## config.mk

```make
export PLATFORM = sky130hd
export DESIGN_NAME = serial_cmd_frontend
export DESIGN_NICKNAME = d
export VERILOG_FILES = /design/src/rtl/sfc_pkg.sv /design/src/rtl/sfc_sync.sv /design/src/rtl/sfc_datapath.sv /design/src/rtl/sfc_control.sv /design/src/rtl/serial_cmd_frontend.sv
export SDC_FILE = /design/constraint.sdc
export NUM_CORES = 1
export LEC_CHECK = 0
export BUFFER_PORTS_ARGS = -buffer_cell sky130_fd_sc_hd__buf_2
export CAP_MARGIN = 10
export CORE_ASPECT_RATIO = 0.7
export CORE_UTILIZATION = 38
export DETAILED_ROUTE_END_ITERATION = 8
export GPL_TIMING_DRIVEN = 0
export SLEW_MARGIN = 40
export SYNTH_ARGS = -nofsm -noshare
export SYNTH_HDL_FRONTEND = slang
export SYNTH_SLANG_ARGS = --single-unit
```

## constraint.sdc

```tcl
create_clock -name clk -period 4.65 [get_ports clk]
set_input_delay 0.465 -clock clk [delete_from_list [all_inputs] [get_ports clk]]
set_output_delay 0.465 -clock clk [all_outputs]
set_load 0.005 [all_outputs]
```

## src/rtl/sfc_pkg.sv

```systemverilog
package sfc_pkg;

  // Opcode table entry: [10:3] opcode, [2] address phase, [1] data in, [0] data out
  localparam int OP_ENTRY_W = 11;

  typedef enum logic [1:0] {
    ST_OPC  = 2'd0,
    ST_ADDR = 2'd1,
    ST_DATA = 2'd2,
    ST_DROP = 2'd3
  } sfcState_e;

  // Control-to-datapath strobes
  typedef struct packed {
    logic issueCmd;
    logic captureAddr;
    logic issueAddr;
    logic issueData;
    logic requestTx;
    logic shiftOut;
    logic driveOut;
    logic issueEnd;
  } sfcStrobe_t;

endpackage

```

## src/rtl/sfc_sync.sv

```systemverilog
module sfc_sync #(
  parameter int STAGES = 2,
  parameter int WIDTH = 3,
  parameter logic [WIDTH-1:0] RESET_VAL = '0
) (
  input  logic             clk,
  input  logic             rstN,
  input  logic [WIDTH-1:0] din,
  output logic [WIDTH-1:0] dout
);

  if (STAGES <= 1) begin : g_single
    logic [WIDTH-1:0] stageQ;
    always_ff @(posedge clk or negedge rstN) begin
      if (!rstN) stageQ <= RESET_VAL;
      else       stageQ <= din;
    end
    assign dout = stageQ;
  end else begin : g_chain
    logic [STAGES-1:0][WIDTH-1:0] stageQ;
    always_ff @(posedge clk or negedge rstN) begin
      if (!rstN) stageQ <= {STAGES{RESET_VAL}};
      else       stageQ <= {stageQ[STAGES-2:0], din};
    end
    assign dout = stageQ[STAGES-1];
  end

endmodule

```

## src/rtl/sfc_datapath.sv

```systemverilog
module sfc_datapath
  import sfc_pkg::*;
#(
  parameter int ADDR_BYTES = 3,
  parameter int ADDR_BITS = 19
) (
  input  logic                    clk,
  input  logic                    rstN,
  input  logic                    sckS,
  input  logic                    csnS,
  input  logic                    siS,
  input  sfcStrobe_t              stb,
  input  logic [7:0]              txByte,
  output logic                    csActive,
  output logic                    csEnd,
  output logic                    fallStb,
  output logic                    byteDone,
  output logic [7:0]              rxByte,
  output logic                    cmdValid,
  output logic [7:0]              cmdCode,
  output logic                    addrValid,
  output logic [ADDR_BYTES*8-1:0] addrOut,
  output logic                    rxValid,
  output logic [7:0]              rxData,
  output logic                    txReq,
  output logic                    cmdEnd,
  output logic                    soOut,
  output logic                    soOe
);

  localparam int ADDR_W = ADDR_BYTES * 8;
  localparam int ACC_W = ADDR_W - 8;
  localparam logic [ADDR_W-1:0] ADDR_MASK = ADDR_W'((64'd1 << ADDR_BITS) - 64'd1);

  logic             sckPrev;
  logic             csPrev;
  logic             riseStb;
  logic [2:0]       bitCnt;
  logic [7:0]       rxShift;
  logic [ACC_W-1:0] addrAcc;
  logic [7:0]       txShift;
  logic             soReg;

  assign csActive = ~csnS;
  assign riseStb  = csActive & sckS & ~sckPrev;
  assign fallStb  = csActive & ~sckS & sckPrev;
  assign csEnd    = csPrev & ~csActive;
  assign rxByte   = rxShift;

  // Bit assembly, rising serial-clock edge
  always_ff @(posedge clk or negedge rstN) begin
    if (!rstN) begin
      sckPrev  <= 1'b0;
      csPrev   <= 1'b0;
      bitCnt   <= 3'd0;
      rxShift  <= 8'd0;
      byteDone <= 1'b0;
    end else begin
      sckPrev  <= sckS;
      csPrev   <= csActive;
      byteDone <= 1'b0;
      if (!csActive) begin
        bitCnt <= 3'd0;
      end else if (riseStb) begin
        rxShift  <= {rxShift[6:0], siS};
        bitCnt   <= bitCnt + 3'd1;
        byteDone <= (bitCnt == 3'd7);
      end
    end
  end

  // Address accumulation and masking
  always_ff @(posedge clk or negedge rstN) begin
    if (!rstN) begin
      addrAcc   <= '0;
      addrOut   <= '0;
      addrValid <= 1'b0;
    end else begin
      addrValid <= stb.issueAddr;
      if (stb.captureAddr) addrAcc <= ACC_W'({addrAcc, rxShift});
      if (stb.issueAddr)   addrOut <= {addrAcc, rxShift} & ADDR_MASK;
    end
  end

  // Registered strobes to the back-end
  always_ff @(posedge clk or negedge rstN) begin
    if (!rstN) begin
      cmdValid <= 1'b0;
      cmdCode  <= 8'd0;
      rxValid  <= 1'b0;
      rxData   <= 8'd0;
      txReq    <= 1'b0;
      cmdEnd   <= 1'b0;
    end else begin
      cmdValid <= stb.issueCmd;
      rxValid  <= stb.issueData;
      txReq    <= stb.requestTx;
      cmdEnd   <= stb.issueEnd;
      if (stb.issueCmd)  cmdCode <= rxShift;
      if (stb.issueData) rxData  <= rxShift;
    end
  end

  // Output shifter, advanced on falling serial-clock edges
  always_ff @(posedge clk or negedge rstN) begin
    if (!rstN) begin
      txShift <= 8'd0;
      soReg   <= 1'b0;
    end else if (txReq) begin
      txShift <= txByte;
    end else if (stb.shiftOut) begin
      soReg   <= txShift[7];
      txShift <= {txShift[6:0], 1'b0};
    end
  end

  assign soOe  = stb.driveOut;
  assign soOut = stb.driveOut & soReg;

endmodule

```

## src/rtl/sfc_control.sv

```systemverilog
module sfc_control
  import sfc_pkg::*;
#(
  parameter int NUM_OPS = 4,
  parameter int ADDR_BYTES = 3,
  parameter logic [NUM_OPS*OP_ENTRY_W-1:0] OP_LIST = '0
) (
  input  logic       clk,
  input  logic       rstN,
  input  logic       csActive,
  input  logic       csEnd,
  input  logic       fallStb,
  input  logic       byteDone,
  input  logic [7:0] rxByte,
  output sfcStrobe_t stb,
  output logic       cmdWrite
);

  localparam int ACW = (ADDR_BYTES > 1) ? $clog2(ADDR_BYTES) : 1;
  localparam logic [ACW-1:0] ADDR_LAST = ACW'(ADDR_BYTES - 1);

  sfcState_e             state, stateN;
  logic [ACW-1:0]        addrCnt, addrCntN;
  logic                  live, liveN;
  logic                  curOut, curOutN;
  logic                  curIn, curInN;
  logic                  hit, hitAddr, hitIn, hitOut;
  logic [OP_ENTRY_W-1:0] opEntry;

  // Opcode table lookup; the lowest index wins on duplicates
  always_comb begin
    hit = 1'b0;
    hitAddr = 1'b0;
    hitIn = 1'b0;
    hitOut = 1'b0;
    opEntry = '0;
    for (int i = NUM_OPS - 1; i >= 0; i--) begin
      opEntry = OP_LIST[i*OP_ENTRY_W +: OP_ENTRY_W];
      if (opEntry[10:3] == rxByte) begin
        hit = 1'b1;
        hitAddr = opEntry[2];
        hitIn = opEntry[1];
        hitOut = opEntry[0];
      end
    end
  end

  always_comb begin
    stb = '0;
    stateN = state;
    addrCntN = addrCnt;
    liveN = live;
    curOutN = curOut;
    curInN = curIn;
    stb.driveOut = csActive && (state == ST_DATA) && curOut;
    stb.shiftOut = fallStb && stb.driveOut;
    if (csEnd) begin
      stb.issueEnd = live;
      stateN = ST_OPC;
      liveN = 1'b0;
      addrCntN = '0;
    end else if (byteDone) begin
      unique case (state)
        ST_OPC: begin
          if (hit) begin
            stb.issueCmd = 1'b1;
            liveN = 1'b1;
            curOutN = hitOut;
            curInN = hitIn;
            addrCntN = '0;
            if (hitAddr) begin
              stateN = ST_ADDR;
            end else begin
              stateN = ST_DATA;
              stb.requestTx = hitOut;
            end
          end else begin
            stateN = ST_DROP;
          end
        end
        ST_ADDR: begin
          stb.captureAddr = 1'b1;
          addrCntN = addrCnt + ACW'(1);
          if (addrCnt == ADDR_LAST) begin
            stb.issueAddr = 1'b1;
            stb.requestTx = curOut;
            stateN = ST_DATA;
          end
        end
        ST_DATA: begin
          stb.issueData = 1'b1;
          stb.requestTx = curOut;
        end
        ST_DROP: begin
          stateN = ST_DROP;
        end
      endcase
    end
  end

  always_ff @(posedge clk or negedge rstN) begin
    if (!rstN) begin
      state   <= ST_OPC;
      addrCnt <= '0;
      live    <= 1'b0;
      curOut  <= 1'b0;
      curIn   <= 1'b0;
    end else begin
      state   <= stateN;
      addrCnt <= addrCntN;
      live    <= liveN;
      curOut  <= curOutN;
      curIn   <= curInN;
    end
  end

  assign cmdWrite = curIn;

endmodule

```

## src/rtl/serial_cmd_frontend.sv

```systemverilog
module serial_cmd_frontend
  import sfc_pkg::*;
#(
  parameter int NUM_OPS = 4,
  parameter int ADDR_BYTES = 3,
  parameter int ADDR_BITS = 19,
  parameter int SYNC_STAGES = 2,
  parameter logic [NUM_OPS*OP_ENTRY_W-1:0] OP_LIST =
    {8'h06, 3'b000, 8'h05, 3'b001, 8'h02, 3'b110, 8'h03, 3'b101}
) (
  input  logic                    clk,
  input  logic                    rstN,
  input  logic                    sckIn,
  input  logic                    csnIn,
  input  logic                    siIn,
  output logic                    soOut,
  output logic                    soOe,
  output logic                    cmdValid,
  output logic [7:0]              cmdCode,
  output logic                    cmdWrite,
  output logic                    addrValid,
  output logic [ADDR_BYTES*8-1:0] addrOut,
  output logic                    rxValid,
  output logic [7:0]              rxData,
  output logic                    txReq,
  input  logic [7:0]              txByte,
  output logic                    cmdEnd
);

  logic [2:0] pinSync;
  logic       csActive;
  logic       csEnd;
  logic       fallStb;
  logic       byteDone;
  logic [7:0] rxByte;
  sfcStrobe_t stb;

  sfc_sync #(
    .STAGES(SYNC_STAGES),
    .WIDTH(3),
    .RESET_VAL(3'b010)
  ) u_sync (
    .clk (clk),
    .rstN(rstN),
    .din ({siIn, csnIn, sckIn}),
    .dout(pinSync)
  );

  sfc_datapath #(
    .ADDR_BYTES(ADDR_BYTES),
    .ADDR_BITS (ADDR_BITS)
  ) u_dp (
    .clk      (clk),
    .rstN     (rstN),
    .sckS     (pinSync[0]),
    .csnS     (pinSync[1]),
    .siS      (pinSync[2]),
    .stb      (stb),
    .txByte   (txByte),
    .csActive (csActive),
    .csEnd    (csEnd),
    .fallStb  (fallStb),
    .byteDone (byteDone),
    .rxByte   (rxByte),
    .cmdValid (cmdValid),
    .cmdCode  (cmdCode),
    .addrValid(addrValid),
    .addrOut  (addrOut),
    .rxValid  (rxValid),
    .rxData   (rxData),
    .txReq    (txReq),
    .cmdEnd   (cmdEnd),
    .soOut    (soOut),
    .soOe     (soOe)
  );

  sfc_control #(
    .NUM_OPS   (NUM_OPS),
    .ADDR_BYTES(ADDR_BYTES),
    .OP_LIST   (OP_LIST)
  ) u_ctl (
    .clk     (clk),
    .rstN    (rstN),
    .csActive(csActive),
    .csEnd   (csEnd),
    .fallStb (fallStb),
    .byteDone(byteDone),
    .rxByte  (rxByte),
    .stb     (stb),
    .cmdWrite(cmdWrite)
  );

endmodule

```

Word-level counts from Yosys, hierarchy flattened
Cells that the tools add are included.

Flip-flop bits (word level): 87. Input port bits: 13. Output and inout bits: 48. Word-level logic and storage cells: 106.

Add/sub/neg operators: 2. Equal/unequal tests: 11. Mux-type cells: 42. Bitwise gates (word level): 11. Reduce and logical (&&, ||, !) cells: 17.

Operator list (number): $mux W1 (24); $mux W2 (9); $eq A2 B8 Y1 const A (2); $eq A3 B8 Y1 const A (2); $mux W8 (2); $mux W5 (2); $reduce_bool A2 Y1 (5); $reduce_and A3 Y1 (3); $and A1 B1 Y1 (6); $eq A2 B2 Y1 const B (3); $mux W3 (2); $ne A3 B2 Y1 const B (2); $pmux W2 S3 (1); $not A1 Y1 (5); $pmux W2 S2 (1); $reduce_and A2 Y1 (2); $reduce_and A4 Y1 (1); $reduce_bool A4 Y1 (1); $add A3 B1 Y3 const B (1); $eq A3 B3 Y1 const B (1); $logic_and A1 B1 Y1 (3); $pmux W1 S3 (1); $reduce_bool A3 Y1 (1); $add A2 B1 Y2 const B (1); other kinds (2) (2).

Longest topological paths before layout
Depth after elaboration: 9. Depth in mapped cells: 7.

Hierarchy
A second synthesis with hierarchy kept.

Cell total of the unflattened synthesis: 271. Area, all modules: 3712.3 µm².

Modules (own cells, without submodules): sfc_datapath (instances 1, cells an instance 184, area an instance 2855.2 µm², seq. area each 1851.8 µm²); sfc_control (instances 1, cells an instance 78, area an instance 681.9 µm², seq. area each 175.2 µm²); sfc_sync (instances 1, cells an instance 9, area an instance 175.2 µm², seq. area each 152.6 µm²).

Worst setup path after synthesis
Ideal clock, no wire load.

Path kind: register to register. From: reg u_ctl.state[0]. To: reg u_dp.soReg. Arrival: 1.580 ns. Data required time: 4.525 ns. Path slack: 2.945 ns. Stages on the path, launching flop included: 8. Path buffers: 1. Period minus slack after synthesis: 1.705 ns. Path through: dfrtp_1 inv_1 ha_1 and3b_1 and3b_1 buf_6 nor2b_4 mux2_4.

Longest elaborated chain between the ends: 5.

Ends and longest elaborated chain: start, declared (line sfc_control.sv:22) `sfcState_e state, stateN;`; start signal, assigned (line sfc_control.sv:109) `state <= stateN;`; $eq A2 B2 Y1 (line sfc_control.sv:55) `stb.driveOut = csActive && (state == ST_DATA) && curOut;`; $logic_and A1 B1 Y1 (2 in series) (line sfc_control.sv:55); named net soOe (line serial_cmd_frontend.sv:17) `output logic soOe,`; $logic_and A1 B1 Y1 (line sfc_control.sv:56) `stb.shiftOut = fallStb && stb.driveOut;`; $reduce_and A2 Y1 (no line); end signal, assigned (line sfc_datapath.sv:112) `soReg <= txShift[7];`; end, declared (line sfc_datapath.sv:42) `logic soReg;`.

The timed path passes the listed nets, and every way through them passes these cells. A chain may end at the register's enable or synchronous reset.

Worst setup path in the final report
From: reg u_ctl.state[0]. To: out soOut.

Longest elaborated chain between the ends: 4.

Ends and longest elaborated chain: $eq A2 B2 Y1 (line sfc_control.sv:55); $logic_and A1 B1 Y1 (2 in series) (line sfc_control.sv:55); $and A1 B1 Y1 (line sfc_datapath.sv:118) `assign soOut = stb.driveOut & soReg;`; end, declared (line serial_cmd_frontend.sv:16) `output logic soOut,`.

No other way between the ends.

==> impl_table.tex <==
\begin{tabular}{lr}
\hline
Metric & Value \\
\hline
\multicolumn{2}{l}{\textbf{Run status}} \\
\quad Status & complete, no violations \\
\multicolumn{2}{l}{\textbf{Logic synthesis}} \\
\quad Portion of synthesized cell area occupied by the leading cell type & roughly three fifths \\
\quad Post-synthesis cell count & about 250 \\
\quad Most area-consuming cells after synthesis & sky130\_fd\_sc\_hd\_\_dfrtp\_1 60\%, sky130\_fd\_sc\_hd\_\_mux2\_2 15\%, sky130\_fd\_sc\_hd\_\_ha\_1 2.8\% \\
\quad Post-Synthesis Mean Instance Area & around 14 sq um \\
\quad Dominant cell type by area after synthesis & sky130\_fd\_sc\_hd\_\_dfrtp\_1 \\
\quad Synthesized cell area & between 3000 and 4000 sq um \\
\quad Sequential area share after synthesis & between 60\% and 70\% \\
\quad Number of synthesized register bits & 87 \\
\quad Unique masters post-synth & between 40 and 50 \\
\quad Synth Warn \# & 0 \\
\multicolumn{2}{l}{\textbf{Timing}} \\
\quad Worst path setup slack after routing & roughly 2600 ps \\
\quad Actual transition at the worst max-transition pin & $\sim$510 ps \\
\quad Unrepaired setup endpoints after global routing & false \\
\quad Final count of negative-setup-slack endpoints & 0 \\
\quad Final count of hold timing violations & 0 \\
\quad Fmax & between 400 and 500 MHz \\
\quad Time the worst path needs with I/O delays and setup & 2040 ps \\
\quad Slew Limit Fails & 0 \\
\quad Final worst hold slack & 19.2 ps \\
\quad Setup TNS & 0 ps \\
\quad Final setup skew & 5.40 ps \\
\quad Fin crit share & a little over two fifths \\
\quad Headroom to the max-slew limit & between 60 and 70\% \\
\multicolumn{2}{l}{\textbf{Worst setup path}} \\
\quad Launching instance or port of the critical path & u\_ctl.state[0]\$\_DFFE\_PN0P\_ \\
\quad CP Max Fanout & 5 \\
\quad Reg2reg start & u\_ctl.state[0]\$\_DFFE\_PN0P\_ \\
\quad Worst EP arrival & $\sim$1600 ps \\
\quad Endpoint class of the critical path & output pin \\
\quad Endpoint required time on the critical path & around 4200 ps \\
\quad Family with the most delay on the worst path & flip-flops \\
\quad Type of the worst setup path & reg -> out \\
\quad Peak per-stage delay on the critical path & between 400 and 500 ps \\
\quad Critical-path top delay cell & sky130\_fd\_sc\_hd\_\_dfrtp\_1 \\
\quad CP cell instances & inv\_1, ha\_1, and3b\_1, and2\_1, buf\_2 \\
\quad Bufs and invs on worst path & 2 \\
\quad Startpoint kind of the worst setup timing path & register \\
\multicolumn{2}{l}{\textbf{Die}} \\
\quad Die Area & 9750 sq um \\
\quad Die Width & roughly 120 um \\
\quad Io pins & slightly above 60 \\
\quad Core Area & 9070 sq um \\
\quad Site Rows & 29 \\
\quad Initial Util & between 30\% and 40\% \\
\quad Floorplan die height & between 80 and 90 um \\
\multicolumn{2}{l}{\textbf{Place}} \\
\quad Number of instances in the placed design & 438 \\
\quad Worst setup timing slack at the placement stage & 2800 ps \\
\quad DPL Wire Length & about 4.3 mm \\
\quad Weighted congestion reported at the end of routability-driven placement & 0.788 \\
\quad Buffers added on ports & 55 \\
\multicolumn{2}{l}{\textbf{Min path}} \\
\quad Hold crit path type & in -> async \\
\multicolumn{2}{l}{\textbf{Finish}} \\
\quad Flip-flop and latch area & 2180 sq um \\
\quad Count of filler cells inserted in the layout & around 860 \\
\quad Number of nets in the finished design & about 350 \\
\quad Share of layout cells above drive strength 1 & 41.8\% \\
\quad Antenna diode count & 0 \\
\quad Multi-input gate area in the final layout & roughly 1300 sq um \\
\quad Area added between synthesis and finish & 20.9\% \\
\quad Cell Count, Final, Fillers Out & 454 \\
\multicolumn{2}{l}{\textbf{Clock network}} \\
\quad Hold Buf Count CTS & 0 \\
\quad \# clock sinks & 87 \\
\quad Number of levels the H-tree was split into & 3 \\
\quad CTS tree & done \\
\quad Cell chosen for the clock root & sky130\_fd\_sc\_hd\_\_clkbuf\_16 \\
\quad CTS Buf Count & 9 \\
\quad Post-cts resize count & 0 \\
\quad Post-CTS setup buffers & 0 \\
\quad Register clock-pin slew on the reported worst setup and hold paths & approximately 60 ps \\
\quad CTS max path bufs & 2 \\
\quad Insertion delay to the later sink of the worst-skew pair & 330 ps \\
\multicolumn{2}{l}{\textbf{Global routing}} \\
\quad Wire length of the first global-routing pass & roughly 11 mm \\
\quad Overflow left after global routing & 0 \\
\quad Antenna violations before repair & 0 \\
\quad Number of global-route vias before repair & approximately 2100 \\
\quad Pin count of the biggest net entering global routing & 55 \\
\quad Total track usage & around 14\% \\
\multicolumn{2}{l}{\textbf{Power and ir drop}} \\
\quad Static leakage & between 2 and 2.5 nW \\
\quad Areal power density over the cells & about 380 nW/um\^{}2 \\
\quad Maximum resistive drop on vdd & 0.000196 V \\
\multicolumn{2}{l}{\textbf{Drt}} \\
\quad Overall routed net length & roughly 6.3 mm \\
\quad Via count normalized by instance count & around 4.6 \\
\quad Average wire length per cell after detail routing & around 14 um \\
\quad Count of TritonRoute iterations in the first routing pass & 4 \\
\quad Drt drc & 0 \\
\quad Number of design-rule violations left by the first detailed-router iteration & between 80 and 90 \\
\quad Via Count & 2104 \\
\quad Remaining number of nets flagged by the antenna check after routing & 0 \\
\multicolumn{2}{l}{\textbf{Flow run}} \\
\quad Max-cap viol count & 0 \\
\hline
\end{tabular}
## routing by layer
layer	vias up	GRT usage, %	share of wire [%]
met5	-	0	0
met1	1032	19.9	51
met4	0	5.59	1.3
li1	1007	-	-
met3	8	5.91	6.4
met2	57	19.3	41
## state kept, by name (all words and copies together), names as in the netlist, 2 cells and up
register	count
u_ctl.addrCnt	2
u_sync.dout	3
u_dp.cmdCode	8
u_dp.rxByte	8
u_dp.addrAcc	11
u_dp.rxData	8
u_dp.txShift	8
u_dp.bitCnt	3
u_sync.g_chain.stageQ	3
u_ctl.state	2
u_dp.addrOut	19
## cell usage after synthesis
cell type / count
sky130_fd_sc_hd__a21o_1: 1
sky130_fd_sc_hd__nor3_1: 1
sky130_fd_sc_hd__mux2_1: 3
sky130_fd_sc_hd__and3b_1: 2
sky130_fd_sc_hd__nor2b_1: 5
sky130_fd_sc_hd__mux2_2: 48
sky130_fd_sc_hd__a21boi_0: 1
sky130_fd_sc_hd__a21boi_2: 1
sky130_fd_sc_hd__nand2_1: 18
sky130_fd_sc_hd__o21bai_1: 1
sky130_fd_sc_hd__xor2_1: 3
sky130_fd_sc_hd__buf_4: 6
sky130_fd_sc_hd__inv_1: 6
sky130_fd_sc_hd__o32ai_1: 2
sky130_fd_sc_hd__and3_1: 1
sky130_fd_sc_hd__clkbuf_1: 3
sky130_fd_sc_hd__mux2i_1: 9
sky130_fd_sc_hd__buf_6: 2
sky130_fd_sc_hd__mux2_4: 1
sky130_fd_sc_hd__buf_2: 5
sky130_fd_sc_hd__o2bb2ai_1: 2
sky130_fd_sc_hd__o22ai_1: 1
sky130_fd_sc_hd__a21oi_1: 1
sky130_fd_sc_hd__xor2_2: 1
sky130_fd_sc_hd__nand2_2: 1
sky130_fd_sc_hd__dfstp_2: 2
sky130_fd_sc_hd__nand3_1: 1
sky130_fd_sc_hd__a41oi_1: 1
sky130_fd_sc_hd__nand2b_1: 4
sky130_fd_sc_hd__nand4_1: 2
sky130_fd_sc_hd__nor2b_4: 1
sky130_fd_sc_hd__nor4_1: 1
sky130_fd_sc_hd__o21ai_0: 9
sky130_fd_sc_hd__o21a_1: 1
sky130_fd_sc_hd__nor2_1: 7
sky130_fd_sc_hd__ha_1: 8
sky130_fd_sc_hd__dfrtp_1: 85
sky130_fd_sc_hd__nor3_4: 2
sky130_fd_sc_hd__nor2_2: 1
sky130_fd_sc_hd__and2_1: 3
sky130_fd_sc_hd__conb_1: 1
## metrics by stage
stage,area (sq um),power (mW),utilization (%)
3_5_place_dp,4030,1.02,44.5
4_1_cts,4300,1.67,47.4
3_3_place_gp,4000,1.01,44.1
5_1_grt,4300,1.72,47.4
2_1_floorplan,3570,0.954,-
6_report,4300,1.64,47.4
## area by class of cell
type / instances / area share [%]
Clock buffer: 15 / 6.00
Sequential cell: 87 / 50.7
Multi-Input combinational cell: 149 / 29.4
Tap cell: 124 / 3.61
Clock inverter: 1 / 0.117
Inverter: 6 / 0.524
Buffer: 16 / 2.42
Timing Repair Buffer: 56 / 7.19
## worst register-to-register path, cell delays in order, from the launching register on
cell	delay (ps)
sky130_fd_sc_hd__dfrtp_1	440
sky130_fd_sc_hd__inv_1	110
sky130_fd_sc_hd__ha_1	180
sky130_fd_sc_hd__and3b_1	210
sky130_fd_sc_hd__and3b_1	190
sky130_fd_sc_hd__buf_6	160
sky130_fd_sc_hd__nor2b_4	160
sky130_fd_sc_hd__mux2_4	300
## path summary, 6_finish.rpt
check                      slack [ps]                                  to  depth (start not counted)
min in group clk                  230  u_sync.g_chain.stageQ[1]$_DFF_PN1_                          1
max in group asynchronous        4010            u_sync.dout[1]$_DFF_PN1_                          2
max                              2610                               soOut                          5
max reg2reg                      2770              u_dp.soReg$_DFFE_PN0P_                          7
min                                20          u_dp.rxByte[4]$_DFFE_PN0P_                          1
min reg2reg                       350            u_sync.dout[2]$_DFF_PN0_                          0
## cell families (layout without fill, tap and decap cells)
| logic type | count (synthesis) | count (layout) | synth area share, % |
|---|---|---|---|
| AO/OA/AOI/OAI | 21 | 21 | 3.98 |
| adder cells (fa/ha/maj) | 8 | 8 | 2.82 |
| XOR/XNOR | 4 | 4 | 1.20 |
| other | 1 | 5 | 0.106 |
| buffers and inverters | 22 | 94 | 3.56 |
| AND/OR/NAND/NOR | 50 | 50 | 7.89 |
| multiplexers | 61 | 61 | 19.1 |
| flip-flops | 87 | 87 | 61.3 |
## report_power, final
part | internal (mW) | switching [mW]
clock network | 0.376 | 0.264
logic | 0.0673 | 0.100
registers | 0.791 | 0.0426
## cell usage in the layout, fill, tap and decap left out, types with 3 or more instances in the layout
master and n:
sky130_fd_sc_hd__dfrtp_1 85, sky130_fd_sc_hd__buf_2 59, sky130_fd_sc_hd__mux2_2 48, sky130_fd_sc_hd__nand2_1 18, sky130_fd_sc_hd__o21ai_0 9, sky130_fd_sc_hd__mux2i_1 9, sky130_fd_sc_hd__clkbuf_16 9, sky130_fd_sc_hd__clkbuf_1 8
sky130_fd_sc_hd__ha_1 8, sky130_fd_sc_hd__nor2_1 7, sky130_fd_sc_hd__inv_1 6, sky130_fd_sc_hd__buf_4 6, sky130_fd_sc_hd__nor2b_1 5, sky130_fd_sc_hd__conb_1 5, sky130_fd_sc_hd__nand2b_1 4, sky130_fd_sc_hd__and2_1 3
sky130_fd_sc_hd__buf_6 3, sky130_fd_sc_hd__xor2_1 3, sky130_fd_sc_hd__mux2_1 3
Power figures use the tool's default switching activity.
